[src/rtl/swdiv_pkg.sv]
package swdiv_pkg;

   typedef enum logic {
      PATH_SWALLOW = 1'b0,
      PATH_DIRECT  = 1'b1
   } path_e;

   function automatic int max_int(input int x, input int y);
      return (x > y) ? x : y;
   endfunction

endpackage

[src/rtl/swdiv_cfg.sv]
// Settings register: applies the narrow-range mask and the swallow clamp,
// then captures the result at period boundaries only.
module swdiv_cfg #(
   parameter int M_W = 9,
   parameter int A_W = 4,
   parameter int RB  = 2
) (
   input  logic              clk,
   input  logic              rst_n,
   input  logic              load,
   input  logic [M_W-1:0]    m_in,
   input  logic [A_W-1:0]    a_in,
   input  logic              direct_in,
   input  logic              narrow_in,
   output logic [M_W-1:0]    m_q,
   output logic [A_W-1:0]    a_q,
   output swdiv_pkg::path_e  path_q,
   output logic              narrow_q
);
   localparam int CW = swdiv_pkg::max_int(M_W + 1, A_W) + 1;

   logic [M_W-1:0] m_eff;
   logic [CW-1:0]  lim;
   logic [CW-1:0]  a_wide;
   logic [A_W-1:0] a_eff;

   generate
      if (RB == 0) begin : g_nomask
         assign m_eff = m_in;
      end else begin : g_mask
         localparam logic [M_W-1:0] KEEP = {{RB{1'b0}}, {(M_W-RB){1'b1}}};
         assign m_eff = narrow_in ? (m_in & KEEP) : m_in;
      end
   endgenerate

   assign lim    = CW'(m_eff) + CW'(1);
   assign a_wide = CW'(a_in);
   assign a_eff  = (a_wide > lim) ? A_W'(lim) : a_in;

   // Loaded continuously during reset so the first period uses live inputs.
   always_ff @(posedge clk) begin
      if (!rst_n || load) begin
         m_q      <= m_eff;
         a_q      <= a_eff;
         path_q   <= direct_in ? swdiv_pkg::PATH_DIRECT : swdiv_pkg::PATH_SWALLOW;
         narrow_q <= narrow_in;
      end
   end
endmodule

[src/rtl/swdiv_prescaler.sv]
// Dual-modulus stage: PRE_LO or PRE_LO+1 input cycles per sub-cycle.
module swdiv_prescaler #(
   parameter int PRE_LO = 10,
   parameter int PW     = 4
) (
   input  logic          clk,
   input  logic          rst_n,
   input  logic          hold,
   input  logic          swallow,
   output logic [PW-1:0] pcnt,
   output logic          tick
);
   logic [PW-1:0] last;

   assign last = swallow ? PW'(PRE_LO) : PW'(PRE_LO - 1);
   assign tick = hold | (pcnt == last);

   always_ff @(posedge clk) begin
      if (!rst_n || hold || tick) pcnt <= '0;
      else                        pcnt <= pcnt + 1'b1;
   end
endmodule

[src/rtl/swdiv_main_ctr.sv]
// Main counter: counts sub-cycles 0..M and selects the modulus.
module swdiv_main_ctr #(
   parameter int M_W = 9,
   parameter int A_W = 4
) (
   input  logic           clk,
   input  logic           rst_n,
   input  logic           tick,
   input  logic [M_W-1:0] m_lim,
   input  logic [A_W-1:0] a_lim,
   output logic [M_W-1:0] mcnt,
   output logic           swallow,
   output logic           wrap
);
   localparam int CW = swdiv_pkg::max_int(M_W, A_W) + 1;

   assign swallow = CW'(mcnt) < CW'(a_lim);
   assign wrap    = tick && (mcnt == m_lim);

   always_ff @(posedge clk) begin
      if (!rst_n || wrap) mcnt <= '0;
      else if (tick)      mcnt <= mcnt + 1'b1;
   end
endmodule

[src/rtl/swallow_divider.sv]
module swallow_divider #(
   parameter int M_W           = 9,
   parameter int A_W           = 4,
   parameter int PRE_LO        = 10,
   parameter int RESTRICT_BITS = 2
) (
   input  logic           clk,
   input  logic           rst_n,
   input  logic [M_W-1:0] m_val,
   input  logic [A_W-1:0] a_val,
   input  logic           pre_en_n,
   input  logic           narrow_m,
   output logic           div_pulse
);
   localparam int PW = $clog2(PRE_LO + 2);

   generate
      if (PRE_LO < 2) begin : g_bad_mod
         $error("swallow_divider: PRE_LO must be at least 2");
      end
      if (RESTRICT_BITS < 0 || RESTRICT_BITS >= M_W) begin : g_bad_rb
         $error("swallow_divider: RESTRICT_BITS must lie in 0..M_W-1");
      end
      if (M_W < 2 || A_W < 1) begin : g_bad_w
         $error("swallow_divider: M_W >= 2 and A_W >= 1 required");
      end
   endgenerate

   logic [M_W-1:0]   cfg_m;
   logic [A_W-1:0]   cfg_a;
   swdiv_pkg::path_e cfg_path;
   logic             cfg_narrow;
   logic [PW-1:0]    pcnt;
   logic [M_W-1:0]   mcnt;
   logic             tick;
   logic             swallow;
   logic             wrap;
   logic             hold;

   assign hold = (cfg_path == swdiv_pkg::PATH_DIRECT);

   swdiv_cfg #(.M_W(M_W), .A_W(A_W), .RB(RESTRICT_BITS)) i_cfg (
      .clk      (clk),
      .rst_n    (rst_n),
      .load     (wrap),
      .m_in     (m_val),
      .a_in     (a_val),
      .direct_in(pre_en_n),
      .narrow_in(narrow_m),
      .m_q      (cfg_m),
      .a_q      (cfg_a),
      .path_q   (cfg_path),
      .narrow_q (cfg_narrow)
   );

   swdiv_prescaler #(.PRE_LO(PRE_LO), .PW(PW)) i_pre (
      .clk    (clk),
      .rst_n  (rst_n),
      .hold   (hold),
      .swallow(swallow),
      .pcnt   (pcnt),
      .tick   (tick)
   );

   swdiv_main_ctr #(.M_W(M_W), .A_W(A_W)) i_main (
      .clk    (clk),
      .rst_n  (rst_n),
      .tick   (tick),
      .m_lim  (cfg_m),
      .a_lim  (cfg_a),
      .mcnt   (mcnt),
      .swallow(swallow),
      .wrap   (wrap)
   );

   always_ff @(posedge clk) begin
      if (!rst_n) div_pulse <= 1'b0;
      else        div_pulse <= wrap;
   end
endmodule

[config.mk]
export PLATFORM = sky130hd
export DESIGN_NAME = swallow_divider
export DESIGN_NICKNAME = d
export VERILOG_FILES = /design/src/rtl/swdiv_pkg.sv /design/src/rtl/swdiv_cfg.sv /design/src/rtl/swdiv_prescaler.sv /design/src/rtl/swdiv_main_ctr.sv /design/src/rtl/swallow_divider.sv
export SDC_FILE = /design/constraint.sdc
export NUM_CORES = 1
export LEC_CHECK = 0
export ABC_AREA = 1
export BUFFER_PORTS_ARGS = -buffer_cell sky130_fd_sc_hd__buf_2
export CAP_MARGIN = 20
export CORE_UTILIZATION = 60
export CTS_CLUSTER_DIAMETER = 80
export DETAILED_ROUTE_END_ITERATION = 12
export PLACE_DENSITY = 0.83
export SYNTH_ARGS = -nofsm -noshare
export SYNTH_HDL_FRONTEND = slang
export SYNTH_SLANG_ARGS = --single-unit
export TNS_END_PERCENT = 20
[constraint.sdc]
create_clock -name clk -period 6.6 [get_ports clk]
set_input_delay 1.32 -clock clk [delete_from_list [all_inputs] [get_ports clk]]
set_output_delay 1.32 -clock clk [all_outputs]
set_load 0.01 [all_outputs]
==> flow_summary_export.csv, run 1 <==
group,metric,value,unit
logic_synthesis,yosys-top-cells-area,"edfxtp_1, dfxtp_1, nand2_1, ha_1, xor2_1",
sta,fin_crit_sh,47.0,%
clocking,clock_latency,0.33,ns
sta,final.setup.tns,0,ns
floorplan,fp-row-count,18,
finish,fin_cells,243,
clocking,cts-resized-gates,0,
power_and_ir_drop,power_density,179,nW/um^2
critical_path,max_stage_delay,0.42,ns
logic_synthesis,synth_top_area_cell,"edfxtp_1",
clocking,clkSinkCount,28,
critical_path,startpoint_type,"input pin",
placement,place_hpwl,2110,um
logic_synthesis,ys_seq_area_share,42.5,%
finish,n_antenna_cell,0,
job,drv_cap,0,
critical_path,cp_max_fo,5,
sta,finalHoldViolCount,0,
logic_synthesis,synthCells,195,
routing,wl_per_cell,11.4,um
finish,mostFrequentLayoutCell,"nand2_1",
logic_synthesis,yosys_warnings,0,
power_and_ir_drop,ir_drop,143,uV
placement,routabilityCongestion,0.851,
critical_path,worst_ep_required_time,6.71,ns
grt,grt.overflow.total,0,
sta,rsz0062_at_grt,"false",
hold_path,hold_class,"flip-flop to flip-flop",
logic_synthesis,syn_nets,222,
grt,grtUsageTotal,22.9,%
floorplan,dieHeight,54.4,um
floorplan,coreArea,2540,sq um
floorplan,dieArea,2960,sq um
critical_path,end_kind,"flip-flop",
sta,setup_viol,0,
logic_synthesis,syn_area,1650,sq um
sta,relSlewSlack,65.3,%
grt,antenna_found_initial,0,
routing,drtPass1Iterations,4,
power_and_ir_drop,p_leak,0.855,nW
critical_path,rr_startpoint,"i_main.mcnt[2]$_SDFFE_PP0P_",
logic_synthesis,synth-seq-cells,28,
clocking,path_clk_slew,0.14,ns
logic_synthesis,yosysTopAreaCellShare,25.5,%
routing,routed_wl,2770,um
sta,worst_slew_pin_slew,0.517,ns
sta,slew_violations,0,
clocking,clk_path_buf_depth,2,
clocking,cts_tree,"done",
floorplan,top_level_ports,18,
critical_path,critPathLaunch,"m_val[0]",
placement,portBuffers,17,
critical_path,path_cells,"buf_2 > ha_1 > xor2_1 > inv_1 > ha_1 > nand4_1 > nand2_1 > nor3_1 > nand2_1 > nand2_1 > nand2_1",
finish,final_cell_mix,"nand2_1, inv_1, nand3_1, buf_2",
sta,finClkSkew,0.00659,ns
clocking,cts_buffers,3,
finish,nNetsFinal,241,
routing,vias,1308,
finish,layout-drive-gt1-share,17.4,%
routing,ant_nets,0,
critical_path,crit_type,"input pin to flip-flop",
logic_synthesis,postSynthAreaPerCell,8.46,sq um
floorplan,initial_core_util,64.8,%
sta,max_freq,322,MHz
sta,fin_crit,3.11,ns
clocking,ctsRootBufferMaster,"clkbuf_4",
hold_path,hold_path.startpoint,"i_pre.pcnt[0]$_SDFF_PP0_",
critical_path,cp_data_arrival_time,3.21,ns
sta,fin_ws,3.49,ns
clocking,cts_setup_buffers,0,
logic_synthesis,synthFlopType,"edfxtp_1",
finish,area_growth,8.42,%
critical_path,slowest_stage,"nor3_1",
critical_path,cp_common_cell,"nand2_1",
grt,first_global_vias,1269,
logic_synthesis,synth_edf_count,14,
clocking,ctsHoldBuffers,0,
grt,grt_pass1_wl,4820,um
routing,dr.first_iter.drc_count,38,
placement,placedCellCount,239,
floorplan,die_w,54.4,um
grt,grt_start_max_net_pins,24,
placement,pre_cts_ws,3.19,ns
run_status,status,"completed",
logic_synthesis,async_flop_share,0,%
clocking,htreeDepth,1,
routing,drc,0,
routing,vias_per_cell,5.38,
logic_synthesis,ys_types,26,
[metal layers]
| layer | share of wire (%) | track usage [%] | vias up |
|---|---|---|---|
| li1 | - | - | 657 |
| met1 | 42 | 24.0 | 592 |
| met2 | 50 | 41.3 | 45 |
| met3 | 4.9 | 3.89 | 14 |
| met4 | 3.7 | 15.4 | 0 |
| met5 | 0 | 0 | - |
[sequential cells by signal (all words and copies together) (netlist names)]
name and cells:
i_main.mcnt 9, div_pulse 1, i_cfg.path_q 1, i_cfg.m_q 9
i_cfg.a_q 4, i_pre.pcnt 4
[area by class of cell]
class / count / area [sq um]
Timing Repair Buffer: 17 / 85.1
Tap cell: 30 / 37.5
Inverter: 30 / 113
Sequential cell: 28 / 701
Multi-Input combinational cell: 134 / 816
Fill cell: 214 / 757
Clock buffer: 4 / 36.3
[path summary, 6_finish.rpt]
kind | to | slack (ns) | cells past startpoint
setup / recovery | i_cfg.a_q[0]$_DFFE_PP_ | 3.49 | 11
hold / removal | i_pre.pcnt[0]$_SDFF_PP0_ | 0.48 | 1
setup reg to reg | i_cfg.a_q[2]$_DFFE_PP_ | 4.36 | 10
hold reg to reg | i_pre.pcnt[0]$_SDFF_PP0_ | 0.48 | 1
[cells in the mapped netlist, types with 2 or more instances]
cell,instances
xor2_1,13
nor2_1,14
nand2_4,2
ha_1,10
xnor2_1,7
nor2_2,10
nand4_1,3
nand3_1,19
edfxtp_1,14
a21oi_1,2
nand2_1,42
dfxtp_1,14
inv_1,30
nor3_1,2
nand3_2,2
[metrics by stage]
stage	hold WS (ns)	power, W	cell area [sq um]	utilization (%)
3_5_place_dp	0.452	0.000240	1750	68.8
5_1_grt	0.520	0.000335	1790	70.3
2_1_floorplan	0.430	0.000226	1650	-
3_3_place_gp	0.444	0.000237	1750	68.8
6_report	0.484	0.000321	1790	70.3
4_1_cts	0.486	0.000322	1790	70.3
[report_power, final]
part | internal (W) | total, W | switching (W)
sequential | 0.000190 | 0.000194 | 0.00000403
clock | 0.0000338 | 0.0000848 | 0.0000510
combinational | 0.0000169 | 0.0000418 | 0.0000249
[kinds of logic (layout without fill, tap and decap cells)]
logic type               after synthesis  in the layout  share of synthesized area (%)
AO/OA/AOI/OAI                          5              5                           1.82
XOR/XNOR                              20             20                           10.6
adder cells (fa/ha/maj)               10             10                           7.59
buffers and inverters                 33             51                           8.04
flip-flops                            28             28                           42.5
AND/OR/NAND/NOR                       99             99                           29.4
[critical path: cells and delay by family]
kind                     cells  cell delay (ns)
AND/OR/NAND/NOR              6             0.94
adder cells (fa/ha/maj)      2             0.53
XOR/XNOR                     1             0.22
buffers and inverters        2             0.20
No activity file was read; power rests on OpenSTA's default activity.
==> inputs of run 2 (changes only) <==
- ABC_AREA: 1 -> 0
- CORE_UTILIZATION: 60 -> 52
- PLACE_DENSITY: 0.83 -> 0.77
- clock period: 6.6 -> 2.73 ns (I/O delays scaled with it)
==> flow_summary_export.csv, run 2 <==
group,metric,value,unit
grt,grt_pass1_wl,6040,um
floorplan,fp-row-count,19,
grt,grt_use_met1,28.9,%
placement,placedCellCount,211,
logic_synthesis,synth_top_area_cell,"edfxtp_1",
power_and_ir_drop,p_leak,0.786,nW
routing,vias_per_cell,6.07,
routing,ant_nets,0,
finish,mostFrequentLayoutCell,"buf_2",
clocking,clock_latency,0.34,ns
placement,place_hpwl,2650,um
logic_synthesis,ys_seq_area_share,43.2,%
finish,area_growth,14.5,%
grt,grt_use_met3,4.46,%
grt,grt.busiest_layer,"met2",
hold_path,holdPathStages,1,
sta,rsz0062_at_grt,"false",
finish,top_regs,"i_cfg.m_q (9), i_main.mcnt (9)",
clocking,path_clk_slew,0.14,ns
clocking,clk_path_buf_depth,2,
run_status,status,"completed",
finish,layout-drive-gt1-share,21.2,%
logic_synthesis,synthTopCellsByCount,"dfxtp_1, edfxtp_1, xor2_1",
sta,fin_crit_sh,89.4,%
floorplan,die_w,57.8,um
logic_synthesis,async_flop_share,0,%
grt,grtUsageTotal,23.7,%
clocking,cts-resized-gates,0,
sta,fin_crit,2.44,ns
logic_synthesis,synth-seq-cells,28,
floorplan,initial_core_util,56.8,%
routing,dr.first_iter.drc_count,88,
power_and_ir_drop,ir_drop,347,uV
grt,grtUsageMet2,42.2,%
floorplan,coreArea,2850,sq um
job,drv_cap,0,
grt,first_global_vias,1299,
routing,drtPass1Iterations,4,
logic_synthesis,ys_types,44,
finish,fill_cells,248,
critical_path,worst_ep_required_time,2.80,ns
floorplan,dieHeight,57.8,um
finish,nNetsFinal,212,
logic_synthesis,synth_edf_count,14,
sta,setup_viol,0,
clocking,cts_buffers,3,
critical_path,reg2reg_depth,8,
finish,final_cell_mix,"buf_2, dfxtp_1, edfxtp_1, xor2_1",
finish,fin_cells,215,
logic_synthesis,syn_area,1620,sq um
logic_synthesis,synthCells,157,
placement,routabilityCongestion,0.864,
sta,worst_slew_pin_slew,0.578,ns
routing,wl_per_cell,16.2,um
critical_path,end_kind,"flip-flop",
routing,drc,0,
critical_path,cp_data_arrival_time,2.51,ns
critical_path,cp_max_fo,9,
routing,routed_wl,3480,um
clocking,htreeDepth,1,
sta,relSlewSlack,61.2,%
logic_synthesis,yosysTopAreaCellShare,25.9,%
clocking,cts_tree,"done",
routing,vias,1306,
clocking,ctsHoldBuffers,0,
sta,final.setup.tns,0,ns
grt,grt.overflow.total,0,
finish,n_antenna_cell,0,
logic_synthesis,synthFlopType,"edfxtp_1",
floorplan,dieArea,3340,sq um
sta,finalHoldViolCount,0,
sta,slew_violations,0,
logic_synthesis,syn_nets,184,
power_and_ir_drop,power_density,461,nW/um^2
floorplan,top_level_ports,18,
logic_synthesis,postSynthAreaPerCell,10.3,sq um
critical_path,startpoint_type,"flip-flop",
grt,grt_start_max_net_pins,24,
placement,portBuffers,17,
grt,antenna_found_initial,0,
critical_path,crit_type,"flip-flop to flip-flop",
clocking,ctsRootBufferMaster,"clkbuf_4",
hold_path,hold_class,"input pin to flip-flop",
clocking,cts_setup_buffers,0,
logic_synthesis,yosys-top-cells-area,"edfxtp_1, dfxtp_1, ha_1, xor2_1, a32oi_1",
logic_synthesis,yosys_warnings,0,
clocking,clkSinkCount,28,
sta,finClkSkew,0.0109,ns
sta,max_freq,410,MHz
[run 2: cell types whose count changed after synthesis, moves of 6 or more]
cell,previous run,this run
o22ai_1,0,7
nand3_1,19,8
nand2_1,42,10
inv_1,30,10
nor2_2,10,0
nor2_1,14,4
nor2b_1,0,6
[run 2: cell type report]
cell class,instances,area [sq um],area share (%)
multi-input cells,115,866,46.7
repair buffers,26,156,8.43
flip-flops and latches,28,701,37.8
well taps,31,38.8,2.09
clock buffers,3,22.5,1.21
clock inverters,1,30.0,1.62
inverters,11,41.3,2.23
[run 2: per-layer routing]
layer,up-vias,wire length [um]
met4,0,52
met5,-,0
li1,649,-
met3,7,131
met2,37,1810
met1,613,1490
[run 2: critical path, cell delays in order (launching register included)]
cell      delay [ns]
edfxtp_1        0.36
inv_1           0.04
ha_1            0.26
nor2b_1         0.28
nor2b_1         0.27
a21o_1          0.19
nor3_2          0.06
o21ai_1         0.49
buf_6           0.23
[run 2: report_power, final]
part           leakage, nW  internal [W]  switching (W)
logic                0.507     0.0000493      0.0000612
clock network       0.0279      0.000149       0.000126
registers            0.251      0.000460     0.00000984
[run 2: logic make-up (layout without fill, tap and decap cells)]
kind of cell	Yosys count	count (layout)	synth area share, %
compound gates	35	35	16.0
xor+xnor	13	13	7.03
fa+ha+maj	10	10	7.72
buf+inv	14	41	3.32
flops	28	28	43.2
mux	4	4	2.55
simple gates	53	53	20.2
[run 2: path summary, 6_finish.rpt]
path / from / to / slack, ns
min: pre_en_n / i_cfg.path_q$_DFFE_PP_ / 0.38
max: i_cfg.a_q[3]$_DFFE_PP_ / i_cfg.m_q[7]$_DFFE_PP_ / 0.29
min reg2reg: i_main.mcnt[8]$_SDFFE_PP0P_ / i_main.mcnt[8]$_SDFFE_PP0P_ / 0.54
max reg2reg: i_cfg.a_q[3]$_DFFE_PP_ / i_cfg.m_q[7]$_DFFE_PP_ / 0.29
[run 2: per-stage QoR]
stage	hold WS, ns	utilization [%]	total power (W)	worst slack (ns)	area, sq um
detailed placement	0.511	63.2	0.000589	0.0977	1800
finish	0.380	65.0	0.000855	0.290	1860
floorplan	0.468	-	0.000544	0.249	1620
global placement	0.493	62.8	0.000579	0.127	1790
global route	0.353	65.0	0.000893	0.156	1860
CTS	0.378	65.0	0.000858	0.292	1860
